### src/rtl/seg_addr_pkg.sv
// Package: shared widths and the gate-mode encoding for the segmented
// address generator. Assumes the segment shift is narrower than the offset.
package seg_addr_pkg;

    localparam int SEG_W_DEF   = 16;
    localparam int OFF_W_DEF   = 16;
    localparam int SHIFT_DEF   = 4;

    // Gate setting held in the control flop.
    typedef enum logic {
        GATE_MASK = 1'b0,   // bit 20 forced to zero, 1 MiB wraparound
        GATE_PASS = 1'b1    // carry into bit 20 reaches the output
    } gate_mode_e;

endpackage

### src/rtl/seg_gate_reg.sv
// Gate control flop. It holds the bit-20 gate setting, loads it only on a
// write strobe, and resets synchronously (active low) into the masking
// state. Assumes the strobe is synchronous to clk.
module seg_gate_reg
    import seg_addr_pkg::*;
(
    input  logic       clk,
    input  logic       rst_n,
    input  logic       wr_i,
    input  logic       wdata_i,
    output gate_mode_e mode_o
);

    gate_mode_e mode_q;

    // Hold or load the gate setting; reset closes the gate.
    always_ff @(posedge clk) begin
        if (!rst_n) begin
            mode_q <= GATE_MASK;
        end else if (wr_i) begin
            mode_q <= gate_mode_e'(wdata_i);
        end
    end

    assign mode_o = mode_q;

    // without a strobe the setting holds.
    p_hold_without_strobe_r6: assert property (@(posedge clk) disable iff (!rst_n)
        !wr_i |=> $stable(mode_q));

    // a strobe loads the presented value.
    p_strobe_loads_r7: assert property (@(posedge clk) disable iff (!rst_n)
        wr_i |=> (mode_q == gate_mode_e'($past(wdata_i))));

endmodule

### src/rtl/seg_linear_adder.sv
// Combinational segment:offset adder. It forms segment * 2^SHIFT + offset at
// full width, then applies the bit-20 gate: in masking mode the top bit is
// cleared and the wrap flag reports that a carry was dropped. Assumes
// OFF_W <= SEG_W + SHIFT so the offset fits under the shifted segment.
module seg_linear_adder
    import seg_addr_pkg::*;
#(
    parameter int SEG_W = SEG_W_DEF,
    parameter int OFF_W = OFF_W_DEF,
    parameter int SHIFT = SHIFT_DEF,
    localparam int PA_W  = SEG_W + SHIFT,
    localparam int OUT_W = PA_W + 1
) (
    input  logic [SEG_W-1:0] seg_i,
    input  logic [OFF_W-1:0] off_i,
    input  gate_mode_e       mode_i,
    output logic [OUT_W-1:0] addr_o,
    output logic             wrap_o
);

    logic [OUT_W-1:0] seg_ext;
    logic [OUT_W-1:0] off_ext;
    logic [OUT_W-1:0] raw_sum;
    logic             carry_top;

    // Place the segment above SHIFT zero bits and widen both operands.
    always_comb begin
        seg_ext = {1'b0, seg_i, {SHIFT{1'b0}}};
        off_ext = OUT_W'(off_i);
    end

    // Full-width sum; its top bit is the carry past the base address range.
    always_comb begin
        raw_sum   = seg_ext + off_ext;
        carry_top = raw_sum[OUT_W-1];
    end

    // Apply the gate: mask the top bit or let it through, and flag a drop.
    always_comb begin
        if (mode_i == GATE_PASS) begin
            addr_o = raw_sum;
            wrap_o = 1'b0;
        end else begin
            addr_o = {1'b0, raw_sum[PA_W-1:0]};
            wrap_o = carry_top;
        end
    end

endmodule

### src/rtl/seg_normalizer.sv
// Combinational normalizer. It splits a physical address into the unique
// segment:offset pair whose offset lies in 0 .. 2^SHIFT-1. Assumes
// OFF_W >= SHIFT; a wider offset is zero-filled above the low SHIFT bits.
module seg_normalizer
    import seg_addr_pkg::*;
#(
    parameter int SEG_W = SEG_W_DEF,
    parameter int OFF_W = OFF_W_DEF,
    parameter int SHIFT = SHIFT_DEF,
    localparam int PA_W = SEG_W + SHIFT
) (
    input  logic [PA_W-1:0]  phys_i,
    output logic [SEG_W-1:0] seg_o,
    output logic [OFF_W-1:0] off_o
);

    // Segment is the address divided by 2^SHIFT.
    always_comb begin
        seg_o = phys_i[PA_W-1:SHIFT];
    end

    // Offset is the remainder; pad with zeros when the offset is wider.
    generate
        if (OFF_W > SHIFT) begin : g_pad
            assign off_o = {{(OFF_W-SHIFT){1'b0}}, phys_i[SHIFT-1:0]};
        end else begin : g_exact
            assign off_o = phys_i[SHIFT-1:0];
        end
    endgenerate

endmodule

### src/rtl/seg_addr_gen.sv
// Top of the real-mode segmented address generator. It ties together the
// gate flop, the combinational adder and the normalizer. Only the gate
// setting is registered; address and normalized outputs follow the inputs
// within the same cycle.
module seg_addr_gen
    import seg_addr_pkg::*;
#(
    parameter int SEG_W = SEG_W_DEF,
    parameter int OFF_W = OFF_W_DEF,
    parameter int SHIFT = SHIFT_DEF,
    localparam int PA_W  = SEG_W + SHIFT,
    localparam int OUT_W = PA_W + 1
) (
    input  logic             clk,
    input  logic             rst_n,
    input  logic             gate_wr_i,
    input  logic             gate_pass_i,
    input  logic [SEG_W-1:0] seg_i,
    input  logic [OFF_W-1:0] off_i,
    input  logic [PA_W-1:0]  phys_i,
    output logic [OUT_W-1:0] addr_o,
    output logic             wrap_o,
    output logic [SEG_W-1:0] norm_seg_o,
    output logic [OFF_W-1:0] norm_off_o
);

    gate_mode_e gate_mode;

    // Gate setting flop.
    seg_gate_reg u_gate (
        .clk     (clk),
        .rst_n   (rst_n),
        .wr_i    (gate_wr_i),
        .wdata_i (gate_pass_i),
        .mode_o  (gate_mode)
    );

    // Segment:offset to physical address with the bit-20 gate.
    seg_linear_adder #(
        .SEG_W (SEG_W),
        .OFF_W (OFF_W),
        .SHIFT (SHIFT)
    ) u_add (
        .seg_i  (seg_i),
        .off_i  (off_i),
        .mode_i (gate_mode),
        .addr_o (addr_o),
        .wrap_o (wrap_o)
    );

    // Physical address to normalized segment:offset.
    seg_normalizer #(
        .SEG_W (SEG_W),
        .OFF_W (OFF_W),
        .SHIFT (SHIFT)
    ) u_norm (
        .phys_i (phys_i),
        .seg_o  (norm_seg_o),
        .off_o  (norm_off_o)
    );

    // the shifted segment never touches the low nibble of the address.
    p_low_bits_from_offset_r1: assert property (@(posedge clk) disable iff (!rst_n)
        addr_o[SHIFT-1:0] == off_i[SHIFT-1:0]);

    // a closed gate never lets bit 20 out.
    p_mask_clears_top_r3: assert property (@(posedge clk) disable iff (!rst_n)
        (gate_mode == GATE_MASK) |-> !addr_o[OUT_W-1]);

    // an open gate never reports a wrap.
    p_pass_no_wrap_r5: assert property (@(posedge clk) disable iff (!rst_n)
        (gate_mode == GATE_PASS) |-> !wrap_o);

    // the normalized offset stays below 2^SHIFT.
    p_norm_offset_small_r9: assert property (@(posedge clk) disable iff (!rst_n)
        (norm_off_o >> SHIFT) == '0);

    // the normalized pair recombines to the input address.
    p_norm_roundtrip_r10: assert property (@(posedge clk) disable iff (!rst_n)
        (PA_W'({norm_seg_o, {SHIFT{1'b0}}}) + PA_W'(norm_off_o)) == phys_i);

endmodule

### config.mk
export PLATFORM = sky130hd
export DESIGN_NAME = seg_addr_gen
export DESIGN_NICKNAME = d
export VERILOG_FILES = /design/src/rtl/seg_addr_pkg.sv /design/src/rtl/seg_gate_reg.sv /design/src/rtl/seg_linear_adder.sv /design/src/rtl/seg_normalizer.sv /design/src/rtl/seg_addr_gen.sv
export SDC_FILE = /design/constraint.sdc
export NUM_CORES = 1
export LEC_CHECK = 0
export BUFFER_PORTS_ARGS = -buffer_cell sky130_fd_sc_hd__buf_2
export CORE_ASPECT_RATIO = 0.75
export CORE_MARGIN = 2
export CORE_UTILIZATION = 25
export CTS_BUF_LIST = sky130_fd_sc_hd__clkbuf_4
export DETAILED_ROUTE_END_ITERATION = 7
export SLEW_MARGIN = 0
export SYNTH_ARGS = -nofsm -noshare
export SYNTH_HDL_FRONTEND = slang
export SYNTH_SLANG_ARGS = --single-unit
### constraint.sdc
create_clock -name clk -period 2.4 [get_ports clk]
set_clock_uncertainty 0.1 [all_clocks]
set_input_delay 0.36 -clock clk [delete_from_list [all_inputs] [get_ports clk]]
set_output_delay 0.36 -clock clk [all_outputs]
set_load 0.05 [all_outputs]
Word-level counts from Yosys, hierarchy flattened
Cells that the tools add are included.
{"block": "totals", "register_bits": 1, "in_bits": 56, "out_inout_bits": 54, "word_cells": 4}
{"block": "classes", "n_addsub": 1, "muxes": 2}
{"cell": "20-bit by 16-bit adder with 21-bit output", "count": 1}
{"cell": "21-bit 2-to-1 mux", "count": 1}
{"cell": "1-bit 2-to-1 mux", "count": 1}

Logic depth before layout (Yosys ltp)
{"block": "depth", "word_depth": 2, "depth_mapped": 7, "depth_no_buf": 7}

By module
From an unflattened synthesis, not the netlist that was laid out.
{"block": "unflattened", "hier_cells": 152, "area_unflattened_um2": 1101.1}
{"module": "seg_linear_adder", "instances": 1, "cells_each": 116, "area_each_um2": 820.8, "seq_area_each_um2": 0.0}
{"module": "seg_normalizer", "instances": 1, "cells_each": 33, "area_each_um2": 244.0, "seq_area_each_um2": 0.0}
{"module": "seg_gate_reg", "instances": 1, "cells_each": 3, "area_each_um2": 36.3, "seq_area_each_um2": 20.0}

Worst setup path before layout
OpenSTA, ideal clock, no wires.
{"block": "synth_timing", "path_kind": "in2out", "start": "input seg_i[0]", "end": "output addr_o[20]", "arrival_ns": 2.524, "required_time_ns": 1.940, "setup_slack_ns": -0.584, "cell_stages": 7, "path_buffers": 0, "cell_sequence": "ha_1 -> fa_1 -> a21oi_1 -> o211ai_1 -> a41oi_1 -> and2_1 -> nor3b_1"}
{"block": "synth_via", "elab_chain_cells": 2}
{"element": "from (decl)", "line": "seg_addr_gen.sv:18", "text": "input logic [SEG_W-1:0] seg_i,"}
{"element": "20-bit by 16-bit adder with 21-bit output", "line": "seg_linear_adder.sv:34", "text": "raw_sum = seg_ext + off_ext;"}
{"element": "21-bit 2-to-1 mux", "line": "seg_linear_adder.sv:40", "text": "if (mode_i == GATE_PASS) begin"}
{"element": "to (decl)", "line": "seg_addr_gen.sv:21", "text": "output logic [OUT_W-1:0] addr_o,"}
Every way passes these cells.

Final worst setup path
{"block": "layout_timing", "start": "input off_i[4]", "end": "output addr_o[14]"}
{"block": "layout_via", "elab_chain_cells": 2}
{"element": "from (decl)", "line": "seg_addr_gen.sv:19", "text": "input logic [OFF_W-1:0] off_i,"}
{"element": "20-bit by 16-bit adder with 21-bit output", "line": "seg_linear_adder.sv:34"}
{"element": "21-bit 2-to-1 mux", "line": "seg_linear_adder.sv:40"}
Every way passes these cells.

==> impl_metrics.ini <==
[power]
total_power_mw = 0.707
p_per_area_mw_per_mm2 = 410
ir_worst_vdd_mv = 0.150
leakage_nw = 0.755

[drt]
drt_pass1_iterations = 2
ant_nets = 0
wire_per_inst_um = 11.6
drc = 0
via_per_inst = 4.28
num_vias = 950
wl_um = 2570
first_iter_violations = 8

[cells_and_area]
ff_latch_area_um2 = 20.0
n_antenna_cell = 0
largest_reg_flops = 1
fin_nets = 241
syn_to_final_growth_pct = 77.0
drive_gt1_share_pct = 69.4
n_fill_cell = 370
final_cells = 222
multiInputGateArea_mm2 = 0.00107

[yosys]
synthSimpleGateAreaFrac_pct = 9.24
yosysTopAreaCell = buf_4
postSynthAreaPerCell_um2 = 8.12
ys_seq_area_share_pct = 2.05
synthAdderAreaFrac_pct = 17.5
synth_top_family_by_area = compound AO/OA/AOI/OAI gates
async_reset_ff_share_pct = 0
synth_top_area_share_pct = 27.7
syn_inst = 120
synth_edf_count = 0
synth_area_um2 = 975
synth_compound_area_share_pct = 28.8
ys_types = 38
synth-main-ff-cell = dfxtp_1
synth.area.mux_share_pct = 1.03
yosys_warnings = 0
synth_area_leaders = buf_4 (28%), ha_1 (15%), xor2_1 (7.2%)
synth_xor_area_share_pct = 12.6
ys_ff_latch = 1

[die]
dieArea_mm2 = 0.00442
start_util_pct = 26.3
core_area_mm2 = 0.00371
die_h_um = 58.1
dieWidth_um = 76.1
num_rows = 19
io_pins = 110

[timing]
fmax_mhz = 401
rsz0062_at_grt = true
worst_slack_ns = -0.0941
setup_tns_ns = -0.190
whs_ns = 0.476
fin_crit_ns = 2.49
hold_violations = 0
slew_violations = 0
final-setup-viol-count = 5
post-route-period-util_pct = 104

[setup_path]
timing.rr.start = u_gate.mode_o
cp_max_fo = 3
worst_ep_arrival_time_ns = 2.03
setup.worst_path.end_class = primary output
cp_data_required_time_ns = 1.94
critPathKind = input port to primary output
crit_start = off_i[4]
r2r.worst_path.cells = 2
start_kind = input port

[global_route]
grt_pass1_wl_um = 3730
overflow = 0
antenna_found_initial = 0
grt_pass1_vias = 809
grt_usage_pct = 9.98
grt_max_degree = 6

[clock_network]
clk_pin_slew_ns = 0
clk_latency_ns = 0
hold_buffers = 0

[hold_path]
hp-start = rst_n
hp-class = input port to flip-flop
min_path_cells = 2

[outcome]
failed_checks = setup timing
run_status = finished with violations

[placement]
port_buffers = 49
dp_cells = 219
place_ws_ns = -0.324
dp_hpwl_um = 2100
place.gp.congestion = 0.727

[flow_run]
cap_violations = 0
## cell type report
type	count	share of cell area (%)
Inverter	2	0.435
Tap cell	52	3.77
Multi-Input combinational cell	92	62.3
Sequential cell	1	1.16
Timing Repair Buffer	75	32.3
## layout by cell type, fill, tap and decap left out, types with 3 or more instances in the layout
master,instances
xnor2_1,3
xor2_1,3
o21ai_0,3
o211ai_1,3
nand2_1,4
a21oi_4,4
ha_4,8
ha_1,3
xor2_4,4
conb_1,12
buf_6,18
a21oi_1,6
a21oi_2,3
buf_2,29
buf_4,28
## cell usage after synthesis (2+ instances only)
cell and n:
inv_1 2, buf_4 36, nor2_1 2, xor2_1 8, o21ai_0 4, and2_1 4, o211ai_1 3, a21o_2 2
ha_1 12, xnor2_1 6, a21oi_1 11, nand2_1 4
## worst max-delay path: stages
cell       delay (ns)
buf_6            0.10
ha_4             0.15
fa_2             0.36
a21oi_4          0.16
o2111ai_2        0.12
a31o_2           0.27
a21oi_4          0.20
xnor2_4          0.13
buf_6            0.17
## power by group
| group | internal [mW] | leakage [nW] | switching (mW) |
|---|---|---|---|
| combinational | 0.277 | 0.747 | 0.411 |
| sequential | 0.0180 | 0.00826 | 0.00135 |
| clock | 0 | 0 | 0 |
## stage by stage
| stage | util (%) | area, µm² |
|---|---|---|
| finish | 46.5 | 1730 |
| global route | 46.5 | 1730 |
| CTS | 43.0 | 1590 |
| detailed placement | 37.8 | 1400 |
| global placement | 37.8 | 1400 |
| floorplan | - | 1190 |
## final timing paths
check | end | slack (ns)
max reg2reg | u_gate.mode_o | 1.64
max | addr_o[14] | -0.09
min reg2reg | u_gate.mode_o | 0.50
min | u_gate.mode_o | 0.48
## metal layers
metal  vias up  wire (µm)  part of all wire, %  GRT usage, %
met5         -          0                    0             0
met2        47       1150                   45          15.1
met4         0         27                  1.1          1.56
li1        477          -                    -             -
met3         6        208                  8.1          2.02
met1       420       1180                   46          15.0
## logic make-up (layout without fill, tap and decap cells)
family | Yosys count | after routing
compound gates | 35 | 35
fa+ha+maj | 13 | 13
other cells | 1 | 12
xor+xnor | 14 | 14
simple gates | 17 | 17
flops | 1 | 1
buf+inv | 38 | 77
mux | 1 | 1
## timing repair
item	4_1_cts	5_1_grt
resized for setup	41	20
cloned	0	0
buffers inserted	1	2
setup endpoints to repair	13	13
pin swaps	22	17
Power figures use the tool's default switching activity.
